**config.mk**
```make
export PLATFORM = sky130hd
export DESIGN_NAME = seg_xlate_unit
export DESIGN_NICKNAME = d
export VERILOG_FILES = /design/src/rtl/seg_xlate_pkg.sv /design/src/rtl/seg_table.sv /design/src/rtl/seg_check.sv /design/src/rtl/seg_rsp_stage.sv /design/src/rtl/seg_xlate_unit.sv
export SDC_FILE = /design/constraint.sdc
export NUM_CORES = 1
export LEC_CHECK = 0
export BUFFER_PORTS_ARGS = -buffer_cell sky130_fd_sc_hd__buf_2
export CORE_MARGIN = 2
export CORE_UTILIZATION = 50
export CTS_CLUSTER_SIZE = 25
export DETAILED_ROUTE_END_ITERATION = 7
export GPL_TIMING_DRIVEN = 0
export PLACE_DENSITY = 0.68
export SYNTH_ARGS = -nofsm -noshare
export SYNTH_HDL_FRONTEND = slang
export SYNTH_SLANG_ARGS = --single-unit
```
**constraint.sdc**
```tcl
create_clock -name clk_i -period 3.45 [get_ports clk_i]
set_input_delay 0.8625 -clock clk_i [delete_from_list [all_inputs] [get_ports clk_i]]
set_output_delay 0.8625 -clock clk_i [all_outputs]
set_load 0.05 [all_outputs]
```
**src/rtl/seg_xlate_pkg.sv**
```systemverilog
`timescale 1ns/1ps
package seg_xlate_pkg;
  // fault causes, in check priority order
  typedef enum logic [2:0] {
    FLT_NONE     = 3'd0,
    FLT_UNDEF    = 3'd1,
    FLT_RANGE    = 3'd2,
    FLT_BOUND    = 3'd3,
    FLT_WRAP     = 3'd4
  } seg_fault_e;
endpackage

```
**src/rtl/seg_table.sv**
```systemverilog
`timescale 1ns/1ps
module seg_table #(
  parameter int SEG_W  = 3,
  parameter int DISP_W = 12,
  parameter int PA_W   = 16
) (
  input  logic              clk_i,
  input  logic              rst_ni,
  input  logic              wr_en_i,
  input  logic [SEG_W-1:0]  wr_seg_i,
  input  logic              wr_vld_i,
  input  logic [DISP_W-1:0] wr_limit_i,
  input  logic [PA_W-1:0]   wr_base_i,
  input  logic              len_we_i,
  input  logic [SEG_W:0]    len_i,
  input  logic [SEG_W-1:0]  rd_seg_i,
  output logic              rd_vld_o,
  output logic [DISP_W-1:0] rd_limit_o,
  output logic [PA_W-1:0]   rd_base_o,
  output logic              rd_in_len_o
);
  localparam int NSEG  = 1 << SEG_W;
  localparam int LEN_W = SEG_W + 1;

  logic              vld_q   [NSEG];
  logic [DISP_W-1:0] limit_q [NSEG];
  logic [PA_W-1:0]   base_q  [NSEG];
  logic [LEN_W-1:0]  len_q;
  logic [NSEG-1:0]   ent_we;

  for (genvar g = 0; g < NSEG; g++) begin : g_dec
    assign ent_we[g] = wr_en_i && (wr_seg_i == SEG_W'(g));
  end

  always_ff @(posedge clk_i or negedge rst_ni) begin
    if (!rst_ni) begin
      for (int i = 0; i < NSEG; i++) begin
        vld_q[i]   <= 1'b0;
        limit_q[i] <= '0;
        base_q[i]  <= '0;
      end
    end else begin
      for (int i = 0; i < NSEG; i++) begin
        if (ent_we[i]) begin
          vld_q[i]   <= wr_vld_i;
          limit_q[i] <= wr_limit_i;
          base_q[i]  <= wr_base_i;
        end
      end
    end
  end

  always_ff @(posedge clk_i or negedge rst_ni) begin
    if (!rst_ni)       len_q <= '0;
    else if (len_we_i) len_q <= len_i;
  end

  // read sees register state only: same-cycle writes are not forwarded
  assign rd_vld_o    = vld_q[rd_seg_i];
  assign rd_limit_o  = limit_q[rd_seg_i];
  assign rd_base_o   = base_q[rd_seg_i];
  assign rd_in_len_o = {1'b0, rd_seg_i} < len_q;

  // written entry holds new contents on the following cycle
  a_r8_write_lands: assert property (@(posedge clk_i) disable iff (!rst_ni)
    wr_en_i |=> (base_q[$past(wr_seg_i)] == $past(wr_base_i)) &&
                (limit_q[$past(wr_seg_i)] == $past(wr_limit_i)) &&
                (vld_q[$past(wr_seg_i)] == $past(wr_vld_i)));

  // length write visible next cycle
  a_r9_len_lands: assert property (@(posedge clk_i) disable iff (!rst_ni)
    len_we_i |=> len_q == $past(len_i));
endmodule

```
**src/rtl/seg_check.sv**
```systemverilog
`timescale 1ns/1ps
module seg_check
  import seg_xlate_pkg::*;
#(
  parameter int DISP_W = 12,
  parameter int PA_W   = 16
) (
  input  logic              ent_vld_i,
  input  logic              ent_in_len_i,
  input  logic [DISP_W-1:0] ent_limit_i,
  input  logic [PA_W-1:0]   ent_base_i,
  input  logic [DISP_W-1:0] disp_i,
  output seg_fault_e        fault_o,
  output logic [PA_W-1:0]   paddr_o
);
  localparam int SUM_W = PA_W + 1;
  localparam int PAD_W = SUM_W - DISP_W;

  logic [SUM_W-1:0] sum;
  logic             in_bound;
  logic             wrap;

  assign sum      = {1'b0, ent_base_i} + {{PAD_W{1'b0}}, disp_i};
  assign in_bound = disp_i < ent_limit_i;
  assign wrap     = sum[PA_W];
  assign paddr_o  = sum[PA_W-1:0];

  always_comb begin
    if (!ent_vld_i)         fault_o = FLT_UNDEF;
    else if (!ent_in_len_i) fault_o = FLT_RANGE;
    else if (!in_bound)     fault_o = FLT_BOUND;
    else if (wrap)          fault_o = FLT_WRAP;
    else                    fault_o = FLT_NONE;
  end
endmodule

```
**src/rtl/seg_rsp_stage.sv**
```systemverilog
`timescale 1ns/1ps
module seg_rsp_stage
  import seg_xlate_pkg::*;
#(
  parameter int PA_W = 16
) (
  input  logic            clk_i,
  input  logic            rst_ni,
  input  logic            req_valid_i,
  input  seg_fault_e      fault_i,
  input  logic [PA_W-1:0] paddr_i,
  output logic            rsp_valid_o,
  output logic [PA_W-1:0] rsp_addr_o,
  output logic            rsp_err_o
);
  logic bad;
  assign bad = fault_i != FLT_NONE;

  always_ff @(posedge clk_i or negedge rst_ni) begin
    if (!rst_ni) begin
      rsp_valid_o <= 1'b0;
      rsp_addr_o  <= '0;
      rsp_err_o   <= 1'b0;
    end else begin
      rsp_valid_o <= req_valid_i;
      rsp_err_o   <= req_valid_i && bad;
      rsp_addr_o  <= (req_valid_i && !bad) ? paddr_i : '0;
    end
  end

  // a faulting response never exposes an address
  a_r10_err_no_addr: assert property (@(posedge clk_i) disable iff (!rst_ni)
    rsp_err_o |-> rsp_valid_o && rsp_addr_o == '0);
endmodule

```
**src/rtl/seg_xlate_unit.sv**
```systemverilog
`timescale 1ns/1ps
module seg_xlate_unit
  import seg_xlate_pkg::*;
#(
  parameter int SEG_W  = 3,
  parameter int DISP_W = 12,
  parameter int PA_W   = 16
) (
  input  logic              clk_i,
  input  logic              rst_ni,
  input  logic              wr_en_i,
  input  logic [SEG_W-1:0]  wr_seg_i,
  input  logic              wr_vld_i,
  input  logic [DISP_W-1:0] wr_limit_i,
  input  logic [PA_W-1:0]   wr_base_i,
  input  logic              len_we_i,
  input  logic [SEG_W:0]    len_i,
  input  logic              req_valid_i,
  input  logic [SEG_W-1:0]  req_seg_i,
  input  logic [DISP_W-1:0] req_disp_i,
  output logic              rsp_valid_o,
  output logic [PA_W-1:0]   rsp_addr_o,
  output logic              rsp_err_o
);
  logic              rd_vld;
  logic [DISP_W-1:0] rd_limit;
  logic [PA_W-1:0]   rd_base;
  logic              rd_in_len;
  seg_fault_e        fault;
  logic [PA_W-1:0]   paddr;

  seg_table #(.SEG_W(SEG_W), .DISP_W(DISP_W), .PA_W(PA_W)) u_table (
    .clk_i       (clk_i),
    .rst_ni      (rst_ni),
    .wr_en_i     (wr_en_i),
    .wr_seg_i    (wr_seg_i),
    .wr_vld_i    (wr_vld_i),
    .wr_limit_i  (wr_limit_i),
    .wr_base_i   (wr_base_i),
    .len_we_i    (len_we_i),
    .len_i       (len_i),
    .rd_seg_i    (req_seg_i),
    .rd_vld_o    (rd_vld),
    .rd_limit_o  (rd_limit),
    .rd_base_o   (rd_base),
    .rd_in_len_o (rd_in_len)
  );

  seg_check #(.DISP_W(DISP_W), .PA_W(PA_W)) u_check (
    .ent_vld_i    (rd_vld),
    .ent_in_len_i (rd_in_len),
    .ent_limit_i  (rd_limit),
    .ent_base_i   (rd_base),
    .disp_i       (req_disp_i),
    .fault_o      (fault),
    .paddr_o      (paddr)
  );

  seg_rsp_stage #(.PA_W(PA_W)) u_rsp (
    .clk_i       (clk_i),
    .rst_ni      (rst_ni),
    .req_valid_i (req_valid_i),
    .fault_i     (fault),
    .paddr_i     (paddr),
    .rsp_valid_o (rsp_valid_o),
    .rsp_addr_o  (rsp_addr_o),
    .rsp_err_o   (rsp_err_o)
  );

  // reference sum for the properties below
  logic [PA_W:0] ref_sum;
  assign ref_sum = {1'b0, rd_base} + (PA_W+1)'(req_disp_i);


  a_r2_rsp_strobe: assert property (@(posedge clk_i) disable iff (!rst_ni)
    req_valid_i |=> rsp_valid_o);

  a_r11_idle_quiet: assert property (@(posedge clk_i) disable iff (!rst_ni)
    !req_valid_i |=> !rsp_valid_o && !rsp_err_o && rsp_addr_o == '0);

  a_r4_bound: assert property (@(posedge clk_i) disable iff (!rst_ni)
    (req_valid_i && req_disp_i >= rd_limit) |=> rsp_err_o);

  a_r5_undef: assert property (@(posedge clk_i) disable iff (!rst_ni)
    (req_valid_i && !rd_vld) |=> rsp_err_o);

  a_r6_length: assert property (@(posedge clk_i) disable iff (!rst_ni)
    (req_valid_i && !rd_in_len) |=> rsp_err_o);

  a_r7_no_overflow: assert property (@(posedge clk_i) disable iff (!rst_ni)
    (req_valid_i && ref_sum[PA_W]) |=> rsp_err_o);

  a_r3_sum: assert property (@(posedge clk_i) disable iff (!rst_ni)
    (req_valid_i && rd_vld && rd_in_len && req_disp_i < rd_limit && !ref_sum[PA_W])
      |=> !rsp_err_o && rsp_addr_o == $past(ref_sum[PA_W-1:0]));
endmodule

```
==> flow_results.xml <==
<?xml version="1.0" encoding="UTF-8"?>
<metrics>
  <group name="drt">
    <metric name="detail_route.drc_violations" unit="">0</metric>
    <metric name="detail_route.vias_per_cell" unit="">5.79</metric>
    <metric name="routed_wire_length_per_instance" unit="um">23.0</metric>
    <metric name="detailroute.via_count" unit="">7192</metric>
    <metric name="detailed_route_iter0_violations" unit="">386</metric>
    <metric name="drt_wl_total" unit="mm">28.5</metric>
    <metric name="firstDrtPassIters" unit="">5</metric>
    <metric name="ant_nets" unit="">0</metric>
  </group>
  <group name="clocking">
    <metric name="htree_levels" unit="">1</metric>
    <metric name="cts_tree" unit="">built</metric>
    <metric name="clk_pin_slew" unit="ns">0.07</metric>
    <metric name="clock_insertion_delay_worst_skew" unit="ns">0.55</metric>
    <metric name="cts.hold.buffers_added" unit="">0</metric>
    <metric name="cts_inserted_buffers" unit="">28</metric>
    <metric name="clockBufferDepth" unit="">3</metric>
    <metric name="cts.root.buffer_cell" unit="">clkbuf_16</metric>
    <metric name="clock_sink_count" unit="">254</metric>
  </group>
  <group name="placed_design">
    <metric name="gp_congestion" unit="">0.833</metric>
    <metric name="dp_hpwl" unit="mm">18.7</metric>
    <metric name="dp.cells" unit="">1157</metric>
    <metric name="numPortBuffers" unit="">73</metric>
  </group>
  <group name="sta">
    <metric name="slew_viol_final" unit="">0</metric>
    <metric name="hold-worst-slack" unit="ns">0.415</metric>
    <metric name="timing.final.crit_share" unit="">0.994</metric>
    <metric name="fin_tns_setup" unit="ns">0</metric>
    <metric name="final_skew" unit="ns">0.0167</metric>
    <metric name="maxSlewHeadroom" unit="">0.321</metric>
    <metric name="timing.final.setup_violations" unit="">0</metric>
    <metric name="tightestPinTransition" unit="ns">1.02</metric>
    <metric name="max_clock_freq" unit="GHz">0.292</metric>
    <metric name="setup_repair_after_global_routing_missed_its_margin" unit="">true</metric>
    <metric name="finalCriticalPeriod" unit="ns">3.43</metric>
    <metric name="timing_hold_violations_final" unit="">0</metric>
  </group>
  <group name="die">
    <metric name="dieHeight" unit="um">158</metric>
    <metric name="fp.dieArea" unit="sq mm">0.0249</metric>
    <metric name="rows" unit="">56</metric>
    <metric name="die_width" unit="um">158</metric>
    <metric name="pin_count" unit="">74</metric>
    <metric name="floorplan.core_area" unit="sq mm">0.0233</metric>
    <metric name="floorplan.initialDensity" unit="">0.507</metric>
  </group>
  <group name="layout">
    <metric name="syn_to_final_growth" unit="%">21.8</metric>
    <metric name="multi_input_gate_area_in_the_final_layout" unit="sq mm">0.00560</metric>
    <metric name="num-nets-final" unit="">983</metric>
    <metric name="layout-drive-gt1-share" unit="">0.504</metric>
    <metric name="regArea" unit="sq mm">0.00636</metric>
    <metric name="final_core_utilization" unit="">0.618</metric>
    <metric name="final.fill_count" unit="">1756</metric>
    <metric name="stdcell_count" unit="">1242</metric>
  </group>
  <group name="yosys">
    <metric name="synth_warnings" unit="">0</metric>
    <metric name="synthesis.nets" unit="">846</metric>
    <metric name="synth-async-reset-ratio" unit="">1.00</metric>
    <metric name="synth_top_flop_cell" unit="">dfrtp_1</metric>
    <metric name="synth_seq_cells" unit="">254</metric>
    <metric name="netlist_instances" unit="">764</metric>
    <metric name="yosysUniqueCellTypes" unit="">43</metric>
    <metric name="synth-edff-count" unit="">0</metric>
    <metric name="seq_area_frac_synth" unit="">0.537</metric>
    <metric name="post_synth_instance_area" unit="sq mm">0.0118</metric>
    <metric name="avgSynthCellArea" unit="sq um">15.5</metric>
  </group>
  <group name="critical_path">
    <metric name="worst_path_largest_cell_delay" unit="ns">0.52</metric>
    <metric name="critical_path_class" unit="">in -&gt; reg</metric>
    <metric name="critical-path-top-cell-by-count" unit="">buf_8</metric>
    <metric name="critical_path_arrival" unit="ns">3.91</metric>
    <metric name="worstPathMaxFanout" unit="">8</metric>
    <metric name="worst_setup_path_start_kind" unit="">primary input</metric>
    <metric name="cell_with_the_largest_stage_delay_on_the_worst_path" unit="">mux4_2</metric>
    <metric name="worstPathCellList" unit="">buf_8 &gt; buf_12 &gt; buf_16 &gt; mux4_2 &gt; mux2_4 &gt; ha_4 &gt; a2111oi_4 &gt; nor2b_4 &gt; a21bo_4 &gt; a21oi_4 &gt; o21ai_2 &gt; nand4_4 &gt; buf_8 &gt; nor2_4</metric>
    <metric name="worstSetupEndpointType" unit="">register</metric>
    <metric name="worst-endpoint-required" unit="ns">3.93</metric>
  </group>
  <group name="job">
    <metric name="max_cap_violations" unit="">0</metric>
  </group>
  <group name="global_route">
    <metric name="global_route.usage.total" unit="">0.234</metric>
    <metric name="number_of_global_route_vias_before_repair" unit="">7652</metric>
    <metric name="global_route_wire_length_before_repair" unit="mm">43.6</metric>
    <metric name="pin_count_of_the_biggest_net_entering_global_routing" unit="">132</metric>
    <metric name="grt_overflow_total" unit="">0</metric>
    <metric name="antenna_found_initial" unit="">1</metric>
  </group>
  <group name="power">
    <metric name="leakage" unit="nW">6.24</metric>
    <metric name="peakVddDrop" unit="uV">426</metric>
    <metric name="power_density" unit="mW/mm^2">639</metric>
  </group>
  <group name="outcome">
    <metric name="outcome" unit="">completed</metric>
  </group>
  <group name="min_path">
    <metric name="timing.hold.worst.class" unit="">in -&gt; async</metric>
  </group>
</metrics>
## timing repair
action                                  4_1_cts  5_1_grt
resized for setup                            38       57
cloned                                        2        0
pin swaps                                     9       14
hold endpoints to repair                      0        0
endpoints found under the setup margin       17       16
setup buffers                                11       21
## metrics by stage
step | setup slack, ns | instance area, sq um | power (mW)
4_1_cts | 0.00781 | 14000 | 9.07
3_5_place_dp | -1.47 | 12800 | 5.89
3_3_place_gp | -2.50 | 12700 | 5.73
2_1_floorplan | -0.0698 | 12000 | 5.31
6_report | 0.0203 | 14400 | 9.21
5_1_grt | -0.0814 | 14400 | 9.63
## cell type report
cell class,instances,area share
clock inverters,8,0.00877
clock buffers,42,0.0586
multi-input cells,462,0.389
flip-flops and latches,254,0.441
repair buffers,108,0.0491
inverters,7,0.00182
well taps,319,0.0277
plain buffers,40,0.0241
diodes,2,0.000347
## path summary, 6_finish.rpt
path | to | cells after the start | slack, ns | start
worst max register to register | u_rsp.rsp_addr_o[10] | 11 | 0.34 | u_table.base_q[68]
worst min register to register | u_table.limit_q[69] | 1 | 0.48 | u_table.limit_q[69]
worst min-delay path | u_table.base_q[56] | 1 | 0.42 | rst_ni
min in group clk_i | u_table.limit_q[69] | 1 | 0.48 | u_table.limit_q[69]
worst max-delay path | u_rsp.rsp_addr_o[10] | 14 | 0.02 | req_seg_i[0]
max in group asynchronous | u_table.limit_q[61] | 2 | 1.89 | rst_ni
## state kept, by name (all words and copies together) (netlist names)
| register | flops |
|---|---|
| u_rsp.rsp_addr_o | 16 |
| u_table.len_q | 4 |
| u_table.base_q | 128 |
| u_table.vld_q | 8 |
| u_table.limit_q | 96 |
| u_rsp.rsp_valid_o | 1 |
| u_rsp.rsp_err_o | 1 |
## where the power goes
group / switching, mW / internal [mW] / leakage, nW
logic: 1.01 / 1.20 / 2.69
clock network: 1.18 / 1.91 / 0.466
registers: 0.304 / 3.61 / 3.08
## critical path: cells and delay by family
family,cells,cell delay (ns)
AND/OR/NAND/NOR,3,0.52
AO/OA/AOI/OAI,4,0.84
multiplexers,2,0.83
buffers and inverters,4,0.57
adder cells (fa/ha/maj),1,0.26
## cell usage in the layout, fill, tap and decap left out, types with 5 or more instances in the layout
cell / n
nor2_4: 5
a21oi_1: 13
buf_4: 34
mux2_2: 183
mux2_1: 59
mux2i_1: 11
buf_2: 75
nand2_1: 11
nor2_1: 10
o21ai_0: 6
clkbuf_16: 29
ha_4: 9
inv_1: 6
ha_1: 12
clkbuf_8: 7
xnor2_1: 5
xor2_1: 7
dfrtp_1: 254
clkbuf_1: 27
nor2_2: 6
buf_16: 6
mux4_2: 58
## cells in the mapped netlist, types with 7 or more instances
library cell / n / area, sq um
buf_2: 9 / 45.0
mux2i_1: 17 / 170
mux4_2: 58 / 1310
mux2_1: 59 / 664
buf_1: 7 / 26.3
mux2_2: 186 / 2090
a21oi_1: 15 / 75.1
inv_1: 7 / 26.3
o21ai_0: 7 / 35.0
nand2_1: 11 / 41.3
dfrtp_1: 254 / 6360
ha_1: 25 / 313
clkbuf_1: 22 / 82.6
nor2_1: 21 / 78.8
xor2_1: 7 / 61.3
## per-layer routing
metal | GRT usage | share of wire | wire length, um
met1 | 0.296 | 0.41 | 11700
met2 | 0.405 | 0.51 | 14600
met3 | 0.0460 | 0.047 | 1350
met4 | 0.0771 | 0.028 | 807
met5 | 0 | 0.00042 | 12
## cells by family after synthesis
logic type | synth area share
AO/OA/AOI/OAI | 0.0221
XOR/XNOR | 0.00888
adder cells (fa/ha/maj) | 0.0281
buffers and inverters | 0.0178
flip-flops | 0.537
multiplexers | 0.359
AND/OR/NAND/NOR | 0.0270
No activity file was read; power rests on OpenSTA's default activity.
